File: src/rtl/pbw_pkg.sv
package pbw_pkg;

   typedef enum logic [2:0] {
      K_BANK_WR,
      K_BANK_RD,
      K_ID_HI,
      K_ID_LO,
      K_FWD,
      K_REFUSE,
      K_NODEV
   } acc_kind_e;

   typedef enum logic [1:0] {
      RSP_OK    = 2'b00,
      RSP_ERR   = 2'b01,
      RSP_NODEV = 2'b10
   } rsp_code_e;

endpackage

File: src/rtl/pbw_decode.sv
module pbw_decode
   import pbw_pkg::*;
#(
   parameter int               WIN_AW      = 10,
   parameter int               OFF_W       = 8,
   parameter int               BANK_W      = 13,
   parameter logic [WIN_AW-1:0] BANK_OFFSET = 10'h3FC,
   parameter logic [BANK_W-1:0] ID_BANK     = 13'h1F00,
   parameter logic [OFF_W-1:0]  ID_HI_OFF   = 8'h02,
   parameter logic [OFF_W-1:0]  ID_LO_OFF   = 8'h03,
   parameter bit               PCS_PRESENT = 1'b1
) (
   input  logic              we,
   input  logic [WIN_AW-1:0] addr,
   input  logic [BANK_W-1:0] bank,
   output acc_kind_e         kind
);

   localparam logic [WIN_AW-1:0] RSV_OFF = WIN_AW'((1 << OFF_W) - 1);

   logic id_bank;
   assign id_bank = (bank == ID_BANK);

   always_comb begin
      if (!PCS_PRESENT) begin
         kind = K_NODEV;
      end else if (addr == BANK_OFFSET) begin
         kind = we ? K_BANK_WR : K_BANK_RD;
      end else if (addr < RSV_OFF) begin
         if (!we && id_bank && addr[OFF_W-1:0] == ID_HI_OFF)
            kind = K_ID_HI;
         else if (!we && id_bank && addr[OFF_W-1:0] == ID_LO_OFF)
            kind = K_ID_LO;
         else
            kind = K_FWD;
      end else begin
         kind = K_REFUSE;
      end
   end

endmodule

File: src/rtl/pbw_bank.sv
module pbw_bank #(
   parameter int BANK_W = 13
) (
   input  logic              clk,
   input  logic              rst_n,
   input  logic              load,
   input  logic [BANK_W-1:0] din,
   output logic [BANK_W-1:0] bank
);

   always_ff @(posedge clk or negedge rst_n) begin
      if (!rst_n)
         bank <= '0;
      else if (load)
         bank <= din;
   end

endmodule

File: src/rtl/pbw_fwd.sv
module pbw_fwd #(
   parameter int FULL_W = 21,
   parameter int REG_W  = 16
) (
   input  logic              clk,
   input  logic              rst_n,
   input  logic              start,
   input  logic              we,
   input  logic [FULL_W-1:0] addr,
   input  logic [REG_W-1:0]  wdata,
   output logic              busy,
   output logic              done,
   output logic [REG_W-1:0]  rdata,
   output logic              pcs_req,
   output logic              pcs_we,
   output logic [FULL_W-1:0] pcs_addr,
   output logic [REG_W-1:0]  pcs_wdata,
   input  logic              pcs_ack,
   input  logic [REG_W-1:0]  pcs_rdata
);

   always_ff @(posedge clk or negedge rst_n) begin
      if (!rst_n) begin
         pcs_req   <= 1'b0;
         pcs_we    <= 1'b0;
         pcs_addr  <= '0;
         pcs_wdata <= '0;
      end else if (start && !pcs_req) begin
         pcs_req   <= 1'b1;
         pcs_we    <= we;
         pcs_addr  <= addr;
         pcs_wdata <= wdata;
      end else if (pcs_req && pcs_ack) begin
         pcs_req <= 1'b0;
      end
   end

   assign busy  = pcs_req;
   assign done  = pcs_req && pcs_ack;
   assign rdata = pcs_we ? '0 : pcs_rdata;

   assert_req_hold_R7: assert property (@(posedge clk) disable iff (!rst_n)
      pcs_req && !pcs_ack |=> pcs_req && $stable(pcs_addr) && $stable(pcs_we)
                             && $stable(pcs_wdata));

endmodule

File: src/rtl/pcs_bank_window.sv
module pcs_bank_window
   import pbw_pkg::*;
#(
   parameter int               MMD_W       = 5,
   parameter int               REG_W       = 16,
   parameter int               OFF_W       = 8,
   parameter int               WIN_AW      = 10,
   parameter int               DATA_W      = 32,
   parameter logic [WIN_AW-1:0] BANK_OFFSET = 10'h3FC,
   parameter logic [31:0]      ID_VALUE    = 32'hB0CA_7E11,
   parameter int               ID_MMD      = 31,
   parameter int               ID_HI_REG   = 2,
   parameter int               ID_LO_REG   = 3,
   parameter bit               PCS_PRESENT = 1'b1
) (
   input  logic                      clk,
   input  logic                      rst_n,
   input  logic                      bus_valid,
   input  logic                      bus_we,
   input  logic [WIN_AW-1:0]         bus_addr,
   input  logic [DATA_W-1:0]         bus_wdata,
   output logic                      bus_wait,
   output logic                      bus_rsp_valid,
   output logic [1:0]                bus_rsp_code,
   output logic [DATA_W-1:0]         bus_rsp_data,
   output logic                      pcs_req,
   output logic                      pcs_we,
   output logic [MMD_W+REG_W-1:0]    pcs_addr,
   output logic [REG_W-1:0]          pcs_wdata,
   input  logic                      pcs_ack,
   input  logic [REG_W-1:0]          pcs_rdata
);

   localparam int FULL_W = MMD_W + REG_W;
   localparam int BANK_W = FULL_W - OFF_W;
   localparam logic [FULL_W-1:0] ID_HI_FULL = FULL_W'((ID_MMD << REG_W) | ID_HI_REG);
   localparam logic [FULL_W-1:0] ID_LO_FULL = FULL_W'((ID_MMD << REG_W) | ID_LO_REG);
   localparam logic [BANK_W-1:0] ID_BANK    = ID_HI_FULL[FULL_W-1:OFF_W];
   localparam logic [WIN_AW-1:0] RSV_OFF    = WIN_AW'((1 << OFF_W) - 1);

   if (DATA_W <= REG_W) begin : g_chk_dw
      $error("DATA_W must exceed REG_W");
   end
   if (WIN_AW <= OFF_W || int'(BANK_OFFSET) <= int'(RSV_OFF)) begin : g_chk_win
      $error("bank register must lie outside the data window");
   end
   if (REG_W <= OFF_W) begin : g_chk_off
      $error("OFF_W must be narrower than REG_W");
   end
   if (ID_HI_FULL[FULL_W-1:OFF_W] != ID_LO_FULL[FULL_W-1:OFF_W]) begin : g_chk_id
      $error("identifier registers must share a bank");
   end

   acc_kind_e          kind;
   logic [BANK_W-1:0]  bank_q;
   logic               busy, fwd_done, accept, fwd_start;
   logic [REG_W-1:0]   fwd_rdata;

   assign accept    = bus_valid && !busy;
   assign fwd_start = accept && (kind == K_FWD);
   assign bus_wait  = busy;

   pbw_decode #(
      .WIN_AW(WIN_AW), .OFF_W(OFF_W), .BANK_W(BANK_W),
      .BANK_OFFSET(BANK_OFFSET), .ID_BANK(ID_BANK),
      .ID_HI_OFF(ID_HI_FULL[OFF_W-1:0]), .ID_LO_OFF(ID_LO_FULL[OFF_W-1:0]),
      .PCS_PRESENT(PCS_PRESENT)
   ) u_dec (
      .we(bus_we), .addr(bus_addr), .bank(bank_q), .kind(kind)
   );

   pbw_bank #(.BANK_W(BANK_W)) u_bank (
      .clk(clk), .rst_n(rst_n),
      .load(accept && kind == K_BANK_WR),
      .din(bus_wdata[BANK_W-1:0]),
      .bank(bank_q)
   );

   if (PCS_PRESENT) begin : g_fwd
      pbw_fwd #(.FULL_W(FULL_W), .REG_W(REG_W)) u_fwd (
         .clk(clk), .rst_n(rst_n),
         .start(fwd_start), .we(bus_we),
         .addr({bank_q, bus_addr[OFF_W-1:0]}),
         .wdata(bus_wdata[REG_W-1:0]),
         .busy(busy), .done(fwd_done), .rdata(fwd_rdata),
         .pcs_req(pcs_req), .pcs_we(pcs_we), .pcs_addr(pcs_addr),
         .pcs_wdata(pcs_wdata), .pcs_ack(pcs_ack), .pcs_rdata(pcs_rdata)
      );
   end else begin : g_absent
      assign busy      = 1'b0;
      assign fwd_done  = 1'b0;
      assign fwd_rdata = '0;
      assign pcs_req   = 1'b0;
      assign pcs_we    = 1'b0;
      assign pcs_addr  = '0;
      assign pcs_wdata = '0;
   end

   always_ff @(posedge clk or negedge rst_n) begin
      if (!rst_n) begin
         bus_rsp_valid <= 1'b0;
         bus_rsp_code  <= RSP_OK;
         bus_rsp_data  <= '0;
      end else begin
         bus_rsp_valid <= 1'b0;
         if (fwd_done) begin
            bus_rsp_valid <= 1'b1;
            bus_rsp_code  <= RSP_OK;
            bus_rsp_data  <= DATA_W'(fwd_rdata);
         end else if (accept && kind != K_FWD) begin
            bus_rsp_valid <= 1'b1;
            bus_rsp_code  <= RSP_OK;
            bus_rsp_data  <= '0;
            unique case (kind)
               K_BANK_RD: bus_rsp_data <= DATA_W'(bank_q);
               K_ID_HI:   bus_rsp_data <= DATA_W'(ID_VALUE[31:16]);
               K_ID_LO:   bus_rsp_data <= DATA_W'(ID_VALUE[15:0]);
               K_REFUSE:  bus_rsp_code <= RSP_ERR;
               K_NODEV:   bus_rsp_code <= RSP_NODEV;
               default:   bus_rsp_code <= RSP_OK;
            endcase
         end
      end
   end

   assert_fwd_resp_R8: assert property (@(posedge clk) disable iff (!rst_n)
      pcs_req && pcs_ack |=> bus_rsp_valid && bus_rsp_code == RSP_OK);

   assert_no_rsv_fwd_R5: assert property (@(posedge clk) disable iff (!rst_n)
      $rose(pcs_req) |-> $past(bus_addr) < RSV_OFF);

   assert_upper_zero_R4: assert property (@(posedge clk) disable iff (!rst_n)
      bus_rsp_valid |-> bus_rsp_data[DATA_W-1:REG_W] == '0);

   assert_bank_hold_R7: assert property (@(posedge clk) disable iff (!rst_n)
      pcs_req |=> $stable(bank_q));

   assert_wait_busy_R7: assert property (@(posedge clk) disable iff (!rst_n)
      $rose(pcs_req) |-> $past(bus_valid) && !$past(bus_wait));

endmodule

File: config.mk
export PLATFORM = sky130hd
export DESIGN_NAME = pcs_bank_window
export DESIGN_NICKNAME = d
export VERILOG_FILES = /design/src/rtl/pbw_pkg.sv /design/src/rtl/pbw_decode.sv /design/src/rtl/pbw_bank.sv /design/src/rtl/pbw_fwd.sv /design/src/rtl/pcs_bank_window.sv
export SDC_FILE = /design/constraint.sdc
export NUM_CORES = 1
export LEC_CHECK = 0
export BUFFER_PORTS_ARGS = -buffer_cell sky130_fd_sc_hd__clkbuf_2
export CORE_MARGIN = 3
export CORE_UTILIZATION = 47
export DETAILED_ROUTE_END_ITERATION = 12
export PLACE_DENSITY = 0.8
export SYNTH_ARGS = -nofsm -noshare
export SYNTH_HDL_FRONTEND = slang
export SYNTH_SLANG_ARGS = --single-unit
File: constraint.sdc
create_clock -name clk -period 2.3 [get_ports clk]
set_clock_uncertainty 0.1 [all_clocks]
set_input_delay 0.23 -clock clk [delete_from_list [all_inputs] [get_ports clk]]
set_output_delay 0.23 -clock clk [all_outputs]
set_load 0.005 [all_outputs]
==> results of run 1 <==
## routing by layer
metal,part of all wire,vias to the layer above,GRT usage
met5,0,-,0
met4,0.0077,0,0.04808
met3,0.087,10,0.08007
met2,0.47,100,0.3120
met1,0.44,1075,0.2453
li1,-,1026,-
## power groups by stage
stage          sequential, mW  clock, mW  combinational, mW
6_report                 1.47      0.958              0.501
5_1_grt                  1.49       1.04              0.553
4_1_cts                  1.48      0.987              0.509
3_5_place_dp             1.50          0              0.502
3_3_place_gp             1.49          0              0.489
2_1_floorplan            1.50          0              0.254
## final cells by class
type	count	area, sq um	area share
sequential	71	1777	0.4450
multi-input combinational	143	1261	0.3159
timing repair buffer	118	660.6	0.1655
clock buffer	11	131.4	0.03291
tap	77	96.34	0.02413
clock inverter	5	58.81	0.01473
inverter	2	7.507	0.001880
## synthesized netlist by cell type
| master | instances | share of area |
|---|---|---|
| buf_6 | 2 | 0.0070 |
| mux2_4 | 9 | 0.042 |
| nand2_1 | 13 | 0.015 |
| o21ai_4 | 1 | 0.0051 |
| o21ai_0 | 1 | 0.0016 |
| conb_1 | 1 | 0.0012 |
| a21oi_1 | 3 | 0.0047 |
| nor2_1 | 4 | 0.0047 |
| inv_1 | 2 | 0.0023 |
| and2_1 | 1 | 0.0020 |
| dfrtp_1 | 71 | 0.56 |
| nand3_1 | 2 | 0.0031 |
| a211oi_4 | 1 | 0.0063 |
| and4bb_1 | 1 | 0.0039 |
| nand2b_1 | 1 | 0.0020 |
| nor2b_1 | 1 | 0.0020 |
| a22oi_1 | 10 | 0.023 |
| nor2_2 | 1 | 0.0020 |
| nand2_4 | 1 | 0.0035 |
| buf_8 | 1 | 0.0047 |
| nor3_4 | 1 | 0.0051 |
| buf_2 | 1 | 0.0016 |
| and4_4 | 1 | 0.0035 |
| buf_4 | 19 | 0.045 |
| a21o_1 | 1 | 0.0023 |
| mux2_2 | 50 | 0.18 |
| clkbuf_1 | 1 | 0.0012 |
| nor4_1 | 1 | 0.0020 |
| nor4b_2 | 1 | 0.0047 |
| a22o_1 | 3 | 0.0082 |
| nand4bb_1 | 2 | 0.0070 |
| nor3_1 | 1 | 0.0016 |
| nor4_2 | 1 | 0.0039 |
| o21ai_1 | 1 | 0.0016 |
| a21boi_0 | 1 | 0.0023 |
| o31ai_2 | 1 | 0.0039 |
| or3_1 | 1 | 0.0020 |
| and4bb_2 | 1 | 0.0039 |
| nand4_1 | 2 | 0.0039 |
| buf_12 | 1 | 0.0063 |
| a2bb2oi_1 | 8 | 0.022 |
## metrics by stage
stage / instances / total power [mW] / setup slack [ps]
floorplan: 241 / 1.755 / 471.2
detailed placement: 407 / 2.000 / 271.7
global placement: 407 / 1.978 / 312.9
finish: 427 / 2.934 / 266.4
global route: 427 / 3.089 / 115.8
CTS: 427 / 2.973 / 249.1
## registers in the layout (all words and copies together), names as in the netlist
signal                 flops
bus_rsp_data              16
g_fwd.u_fwd.pcs_addr      21
bus_rsp_valid              1
u_bank.bank               13
g_fwd.u_fwd.pcs_we         1
g_fwd.u_fwd.pcs_wdata     16
g_fwd.u_fwd.busy           1
bus_rsp_code               2
## worst max-delay path by stage
stage | from | end | slack [ps] | cells past startpoint
global placement | u_bank.bank[4] | bus_rsp_data[6] | 310 | 5
floorplan | u_bank.bank[4] | bus_rsp_data[15] | 470 | 5
CTS | u_bank.bank[4] | bus_rsp_data[14] | 250 | 6
detailed placement | u_bank.bank[4] | bus_rsp_data[14] | 270 | 6
global route | u_bank.bank[4] | bus_rsp_data[14] | 120 | 6
finish | u_bank.bank[4] | bus_rsp_data[1] | 270 | 5
## critical path: cells and delay by family (launching register included)
family	cells	cell delay (ps)
AND/OR/NAND/NOR	3	650
flip-flops	1	450
multiplexers	1	390
AO/OA/AOI/OAI	1	320
## cell families after synthesis
group	after synthesis	share of synthesized area
other cells	1	0.001173
compound gates	31	0.08138
simple gates	37	0.07590
buf+inv	27	0.06768
mux	59	0.2183
flops	71	0.5556
## what timing repair did
action | 4_1_cts | 5_1_grt
resized for setup | 0 | 0
hold buffers | 4 | 0
hold endpoints to repair | 74 | 0
==> run_results.csv, run 1 <==
group,metric,value,unit
timing,worstMarginPinSlew,871.5,ps
timing,post-route-period-util,0.8842,
place,place_congestion,0.8166,
hold_path,min-delay-start,"bus_wdata[14]",
final_layout,fin_area,3993,sq um
power,seq_power_share,0.503,
place,dpl.hpwl,5.365,mm
die,ios,138,
worst_setup_path,slowest_stage,"dfrtp_1",
hold_path,holdPathEnd,"g_fwd.u_fwd.pcs_wdata[14]",
power,p_leak,2.071,nW
clocking,h-tree-depth,3,
worst_setup_path,worstPathRequired,2420,ps
power,p_switching,0.7524,mW
final_layout,antenna_cells,0,
clocking,cts.sinks,71,
worst_setup_path,path_class,"flop to flop",
timing,worst_hold_slack,26.04,ps
power,peakVddDrop,0.0005581,V
final_layout,layout_common_cells,"clkbuf_2, dfrtp_1, mux2_2",
synthesis,syn_inst,226,
place,port_buffers,105,
clocking,tritoncts,"built",
timing,slew_viol_final,0,
global_route,antenna_found_initial,0,
synthesis,syn_area,3198,sq um
die,die_h,88.49,um
timing,fmax,0.4917,GHz
final_layout,final_util,0.6182,
worst_setup_path,rr_startpoint,"u_bank.bank[4]",
die,die_w,88.49,um
die,die_area,7830,sq um
final_layout,drive_gt1_frac,0.5629,
detailed_routing,wirelength,7.285,mm
die,initial_core_util,0.4952,
final_layout,nFillCells,535,
hold_path,hold_depth,2,
global_route,grt_pass1_vias,2288,
power,sw_frac_of_total,0.2564,
synthesis,synth_seq_area_share,0.5556,
synthesis,syn_area_per_cell,14.15,sq um
synthesis,yosysWarnings,0,
power,pwr-share-comb,0.171,
run,drv_cap,0,
worst_setup_path,worstPathArrival,2160,ps
worst_setup_path,worstSetupEndpointType,"flop",
clocking,insertion_delay,340,ps
clocking,clockBufferDepth,2,
detailed_routing,drt.antenna.violating_nets,0,
detailed_routing,drt_iter0_markers,131,
clocking,cts_root_buffer,"clkbuf_8",
global_route,grt_usage,0.1941,
worst_setup_path,reg2reg_slack,270,ps
power,p_int,2.182,mW
clocking,cts_buffers,9,
synthesis,ys_ff_latch,71,
outcome,status,"finished clean",
final_layout,area.growth.synth_to_final,24.84,%
timing,rsz0062_at_grt,"no",
synthesis,synth.distinct_cells,41,
timing,relSlewSlack,0.4190,
timing,setup_viol,0,
place,dpl_cell_area,3762,sq um
clocking,cts_setup_buffers,0,
die,rows,29,
final_layout,layout_commonest_cell,"clkbuf_2",
global_route,grt_pass1_wl,11.29,mm
worst_setup_path,path_cells,"nor4_2, and4_4, nand2_4, o21ai_4, mux2_2",
timing,setup-tns-final,0,ps
clocking,clk_pin_slew_worst_paths,70,ps
detailed_routing,viasPerCell,5.178,
final_layout,num-nets-final,408,
power,powerDensity,734.9,nW/um^2
worst_setup_path,slowest_delay,450,ps
detailed_routing,post_drt_wl_per_cell,17.06,um
detailed_routing,num_vias,2211,
detailed_routing,drc,0,
worst_setup_path,r2r_cells,5,
global_route,grt-ovfl-total,0,
worst_setup_path,startpoint_type,"flop",
timing,hold_viol_final,0,
detailed_routing,dr.pass1.iters,4,
worst_setup_path,worstPathMaxFanout,10,
global_route,grt_start_max_net_pins,72,
die,core_area,6459,sq um
timing,fin_crit,2034,ps
worst_setup_path,rr_endpoint,"bus_rsp_data[1]",
power,clockPowerShare,0.327,
hold_path,hp-class,"primary input to flop",
No activity file was read; power rests on OpenSTA's default activity.
==> run 2: changes to the inputs <==
Settings changed: BUFFER_PORTS_ARGS -buffer_cell sky130_fd_sc_hd__clkbuf_2 to default, CORE_UTILIZATION 47 to 62, DONT_BUFFER_PORTS from default to 1, PLACE_DENSITY 0.8 to 0.76.
==> run 2 against run 1 <==
  * Sequential share of layout area is 3.3 points higher
  * Combinational power is 34% lower
  * Largest power group unchanged
  * Largest cell class unchanged
  * Non-clock buffer count is 80 lower
==> run_results.csv, run 2 (synthesis gave the netlist of run 1 again) <==
group,metric,value,unit
clocking,clockBufferDepth,2,
place,port_buffers,0,
worst_setup_path,worstPathRequired,2420,ps
timing,rsz0062_at_grt,"no",
timing,worst_hold_slack,14.46,ps
worst_setup_path,endpoint,"g_fwd.u_fwd.pcs_addr[8]",
power,powerDensity,764.1,nW/um^2
timing,worstMarginPinSlew,503.7,ps
power,p_leak,1.744,nW
die,ios,138,
worst_setup_path,reg2reg_slack,270,ps
place,place_congestion,0.8652,
worst_setup_path,crit_start,"u_bank.bank[11]",
die,die_area,6056,sq um
final_layout,largest_register_ffs,21,
run,drv_cap,0,
power,p_switching,0.7171,mW
timing,fin_crit,2027,ps
worst_setup_path,r2r_cells,5,
outcome,status,"finished clean",
detailed_routing,dr.pass1.iters,4,
power,p_int,2.124,mW
timing,hold_viol_final,0,
detailed_routing,post_drt_wl_per_cell,21.69,um
timing,slew_viol_final,0,
hold_path,hp-class,"primary input to flop",
detailed_routing,drt_iter0_markers,98,
timing,setup_viol,0,
power,clockPowerShare,0.349,
detailed_routing,viasPerCell,6.053,
worst_setup_path,path_class,"flop to flop",
die,core_area,4848,sq um
die,die_h,77.82,um
worst_setup_path,rr_startpoint,"u_bank.bank[11]",
worst_setup_path,worstPathArrival,2150,ps
final_layout,fin_cells,337,
worst_setup_path,worstPathMaxFanout,14,
global_route,grt_pass1_wl,11.73,mm
die,die_w,77.82,um
timing,setup-tns-final,0,ps
global_route,antenna_found_initial,0,
final_layout,layout_commonest_cell,"dfrtp_1",
final_layout,drive_gt1_frac,0.3444,
clocking,h-tree-depth,3,
global_route,grt_usage,0.2592,
global_route,grt-ovfl-total,0,
die,rows,25,
place,dp.cells,291,
final_layout,area.growth.synth_to_final,16.28,%
power,pwr-share-comb,0.116,
power,sw_frac_of_total,0.2524,
global_route,grt_start_max_net_pins,72,
final_layout,top_register,"g_fwd.u_fwd.pcs_addr",
timing,relSlewSlack,0.6621,
clocking,cts_root_buffer,"clkbuf_8",
clocking,clk_pin_slew_worst_paths,70,ps
final_layout,reg_top3,"g_fwd.u_fwd.pcs_addr x21, bus_rsp_data x16, g_fwd.u_fwd.pcs_wdata x16",
die,initial_core_util,0.6596,
detailed_routing,drc,0,
timing,fmax,0.4934,GHz
final_layout,layout_common_cells,"dfrtp_1, mux2_2, dlygate4sd3_1",
power,seq_power_share,0.535,
final_layout,final_util,0.7670,
worst_setup_path,rr_endpoint,"g_fwd.u_fwd.pcs_addr[8]",
detailed_routing,wirelength,7.311,mm
clocking,tritoncts,"built",
worst_setup_path,startpoint_type,"flop",
detailed_routing,drt.antenna.violating_nets,0,
place,dpl.hpwl,4.906,mm
clocking,insertion_delay,340,ps
clocking,cts_buffers,9,
power,peakVddDrop,0.0005457,V
timing,post-route-period-util,0.8812,
worst_setup_path,worstSetupEndpointType,"flop",
final_layout,num-nets-final,328,
final_layout,antenna_cells,0,
detailed_routing,num_vias,2040,
clocking,cts.sinks,71,
global_route,grt_pass1_vias,2155,
run 2: power groups by stage:
stage / Sequential, mW / Clock, mW / Combinational (mW)
4_1_cts: 1.52 / 0.996 / 0.332
3_3_place_gp: 1.53 / 0 / 0.245
6_report: 1.52 / 0.992 / 0.330
5_1_grt: 1.54 / 1.07 / 0.364
2_1_floorplan: 1.50 / 0 / 0.254
3_5_place_dp: 1.54 / 0 / 0.258
run 2: per-stage QoR:
stage	cell area, sq um	power (mW)	setup slack, ps
2_1_floorplan	3254	1.755	471.2
3_3_place_gp	3202	1.778	288.0
3_5_place_dp	3202	1.801	285.8
4_1_cts	3719	2.849	264.7
5_1_grt	3719	2.969	154.9
6_report	3719	2.841	273.2
run 2: worst min path at each step:
stage | startpoint | end | slack [ps] | cells past startpoint
6_report | pcs_ack | bus_rsp_data[13] | 10 | 3
5_1_grt | pcs_rdata[11] | bus_rsp_data[11] | 10 | 2
4_1_cts | pcs_ack | bus_rsp_data[13] | 3 | 3
3_5_place_dp | rst_n | g_fwd.u_fwd.pcs_wdata[14] | -160 | 0
3_3_place_gp | rst_n | g_fwd.u_fwd.pcs_wdata[15] | -160 | 0
2_1_floorplan | rst_n | bus_rsp_code[0] | -170 | 0
run 2: timing repair:
| item | in CTS | in global routing |
|---|---|---|
| hold endpoints to repair | 112 | 0 |
| hold buffers | 30 | 0 |
| buffers inserted | 0 | 0 |
| gates resized for setup | 0 | 0 |
run 2: routing by layer:
metal  part of all wire  track usage  vias up  routed length (um)
li1                   -            -      873                   -
met1               0.37       0.3141     1038                2736
met3              0.098      0.08121       14                 714
met5                  0            0        -                   0
met4              0.020       0.1246        0                 149
met2               0.51       0.4195      115                3711
run 2: area by class of cell:
type	instances	area (sq um)
multi-input combinational	143	1261
timing repair buffer	38	390.4
fill	298	1130
tap	67	83.83
sequential	71	1777
inverter	2	7.507
clock buffer	11	141.4
clock inverter	5	57.56
run 2: critical path: stages, from the launching register on:
cell and delay, ps:
dfrtp_1 450, and4bb_1 240, and4_4 210, a211oi_4 260, buf_4 280, mux2_2 350
==> run 3: changes to the inputs <==
Settings changed: CORE_UTILIZATION 62 to 65, CTS_CLUSTER_SIZE from default to 25, PLACE_DENSITY 0.76 to 0.79.
Clock period 2.3 ns to 2.4 ns, I/O delays scaled along.
==> run 3 against run 2 <==
  * Global-route usage up 0.61 points
  * Final cell count down 1.2%
  * Critical path depth unchanged
  * Worst setup slack better by 4.4 ps
  * Fmax down 4.5%
  * Clock power down 15%
  * Sequential cell count unchanged
  * Die area down 4.3%
==> run_results.csv, run 3 (synthesis gave the netlist of run 1 again) <==
group,metric,value,unit
outcome,status,"finished clean",
final_layout,top_register,"g_fwd.u_fwd.pcs_addr",
power,p_switching,0.6665,mW
clocking,cts_hold_buf,30,
place,port_buffers,0,
power,pwr-share-comb,0.122,
global_route,use_met3,0.07920,
worst_setup_path,worstPathMaxFanout,24,
hold_path,hp-class,"primary input to flop",
global_route,grt_pass1_vias,2266,
die,initial_core_util,0.7007,
power,p_int,1.955,mW
power,peakVddDrop,0.0006114,V
final_layout,reg_top3,"g_fwd.u_fwd.pcs_addr x21, bus_rsp_data x16, g_fwd.u_fwd.pcs_wdata x16",
die,core_area,4564,sq um
power,clockPowerShare,0.320,
worst_setup_path,reg2reg_slack,280,ps
timing,relSlewSlack,0.6113,
clocking,h-tree-depth,3,
clocking,cts.sinks,71,
worst_setup_path,path_class,"flop to flop",
detailed_routing,viasPerCell,6.078,
timing,setup_viol,0,
timing,worstMarginPinSlew,579.5,ps
detailed_routing,drt_iter0_markers,163,
power,p_leak,1.716,nW
hold_path,hold_depth,3,
power,total_power,2.621,mW
detailed_routing,post_drt_wl_per_cell,21.98,um
timing,hold_viol_final,0,
worst_setup_path,cp_num_buf_inv,1,
global_route,grt-ovfl-total,0,
die,die_area,5798,sq um
global_route,top_usage_layer,"met2",
clocking,ctsResizeCount,0,
global_route,grtUsageMet1,0.2999,
detailed_routing,wirelength,7.321,mm
clocking,insertion_delay,340,ps
hold_path,min-delay-start,"pcs_ack",
place,place_congestion,0.8623,
die,ios,138,
clocking,clockBufferDepth,2,
worst_setup_path,worstSetupEndpointType,"flop",
clocking,cts_buffers,9,
power,powerDensity,715.0,nW/um^2
final_layout,largest_register_ffs,21,
final_layout,antenna_cells,0,
run,drv_cap,0,
die,die_h,76.15,um
timing,slew_viol_final,0,
detailed_routing,drt.antenna.violating_nets,0,
detailed_routing,dr.pass1.iters,4,
clocking,clk_pin_slew_worst_paths,70,ps
die,rows,24,
power,sw_frac_of_total,0.2543,
final_layout,area.growth.synth_to_final,14.63,%
worst_setup_path,crit_start,"u_bank.bank[11]",
global_route,antenna_found_initial,0,
worst_setup_path,r2r_cells,5,
timing,fmax,0.4712,GHz
hold_path,holdPathEnd,"bus_rsp_data[12]",
global_route,grt_start_max_net_pins,72,
timing,post-route-period-util,0.8843,
worst_setup_path,slowest_stage,"dfrtp_1",
die,die_w,76.15,um
global_route,grt_use_met2,0.4459,
worst_setup_path,critPathTopFamily,"simple AND/OR/NAND/NOR gates",
worst_setup_path,startpoint_type,"flop",
final_layout,drive_gt1_frac,0.3358,
final_layout,nFillCells,288,
timing,setup-tns-final,0,ps
place,dpl.hpwl,5.061,mm
global_route,grt_usage,0.2653,
worst_setup_path,worstPathRequired,2510,ps
global_route,grt_pass1_wl,11.77,mm
detailed_routing,num_vias,2024,
clocking,tritoncts,"built",
final_layout,num-nets-final,326,
timing,rsz0062_at_grt,"no",
worst_setup_path,rr_startpoint,"u_bank.bank[11]",
clocking,cts_setup_buffers,0,
clocking,cts_root_buffer,"clkbuf_8",
final_layout,layout_commonest_cell,"dfrtp_1",
timing,fin_crit,2122,ps
worst_setup_path,rr_endpoint,"g_fwd.u_fwd.pcs_addr[6]",
final_layout,layout_common_cells,"dfrtp_1, mux2_2, dlygate4sd3_1",
worst_setup_path,worstPathArrival,2240,ps
worst_setup_path,slowest_delay,440,ps
detailed_routing,drc,0,
power,seq_power_share,0.558,
worst_setup_path,path_cells,"and4bb_1, and4_4, a211oi_4, buf_4, mux2_2",
-- run 3: cell count changes in the layout (fill, tap and decap cells not counted) --
cell	before	now
clkinv_4	2	0
clkinvlp_4	0	1
buf_12	1	0
clkbuf_8	10	11
buf_4	7	6
bufinv_16	1	0
clkbuf_1	1	2
-- run 3: how the worst max path moves through the flow --
stage	to	cells past startpoint
detailed placement	bus_rsp_data[2]	5
global placement	bus_rsp_data[15]	5
CTS	bus_rsp_data[2]	5
global route	bus_rsp_data[7]	5
floorplan	bus_rsp_data[15]	5
finish	g_fwd.u_fwd.pcs_addr[6]	5
-- run 3: layer usage --
layer / wire (um) / part of all wire / vias to the layer above
met2: 3729 / 0.51 / 105
met5: 0 / 0 / -
met4: 221 / 0.030 / 0
met3: 616 / 0.084 / 21
li1: - / - / 860
met1: 2754 / 0.38 / 1038
-- run 3: layout make-up --
class	instances	area, sq um	area share
repair buffers	36	362.8	0.09898
clock inverters	3	17.52	0.004778
multi-input cells	143	1261	0.3440
clock buffers	13	158.9	0.04334
well taps	65	81.33	0.02218
inverters	2	7.507	0.002048
flip-flops and latches	71	1777	0.4846
-- run 3: tightest hold or removal path, stage by stage --
cell	delay, ps
nand2_1	50
nand2_1	80
a2bb2oi_1	60
-- run 3: per-stage QoR --
step           cell area (sq um)    util  std cells  setup slack [ps]  hold slack [ps]
5_1_grt                     3666  0.8032        333             204.9            40.39
6_report                    3666  0.8032        333             277.6            41.57
3_3_place_gp                3172  0.6949        287             381.6           -154.2
2_1_floorplan               3254       -        241             571.2           -155.6
3_5_place_dp                3172  0.6949        287             315.9           -154.0
4_1_cts                     3666  0.8032        333             307.3            17.50
-- run 3: power groups by stage --
stage / sequential (mW) / clock, mW / combinational, mW
after floorplan: 1.44 / 0 / 0.244
after global placement: 1.47 / 0 / 0.230
after detailed placement: 1.48 / 0 / 0.250
after CTS: 1.46 / 0.863 / 0.320
after global routing: 1.48 / 0.928 / 0.346
final: 1.46 / 0.840 / 0.319
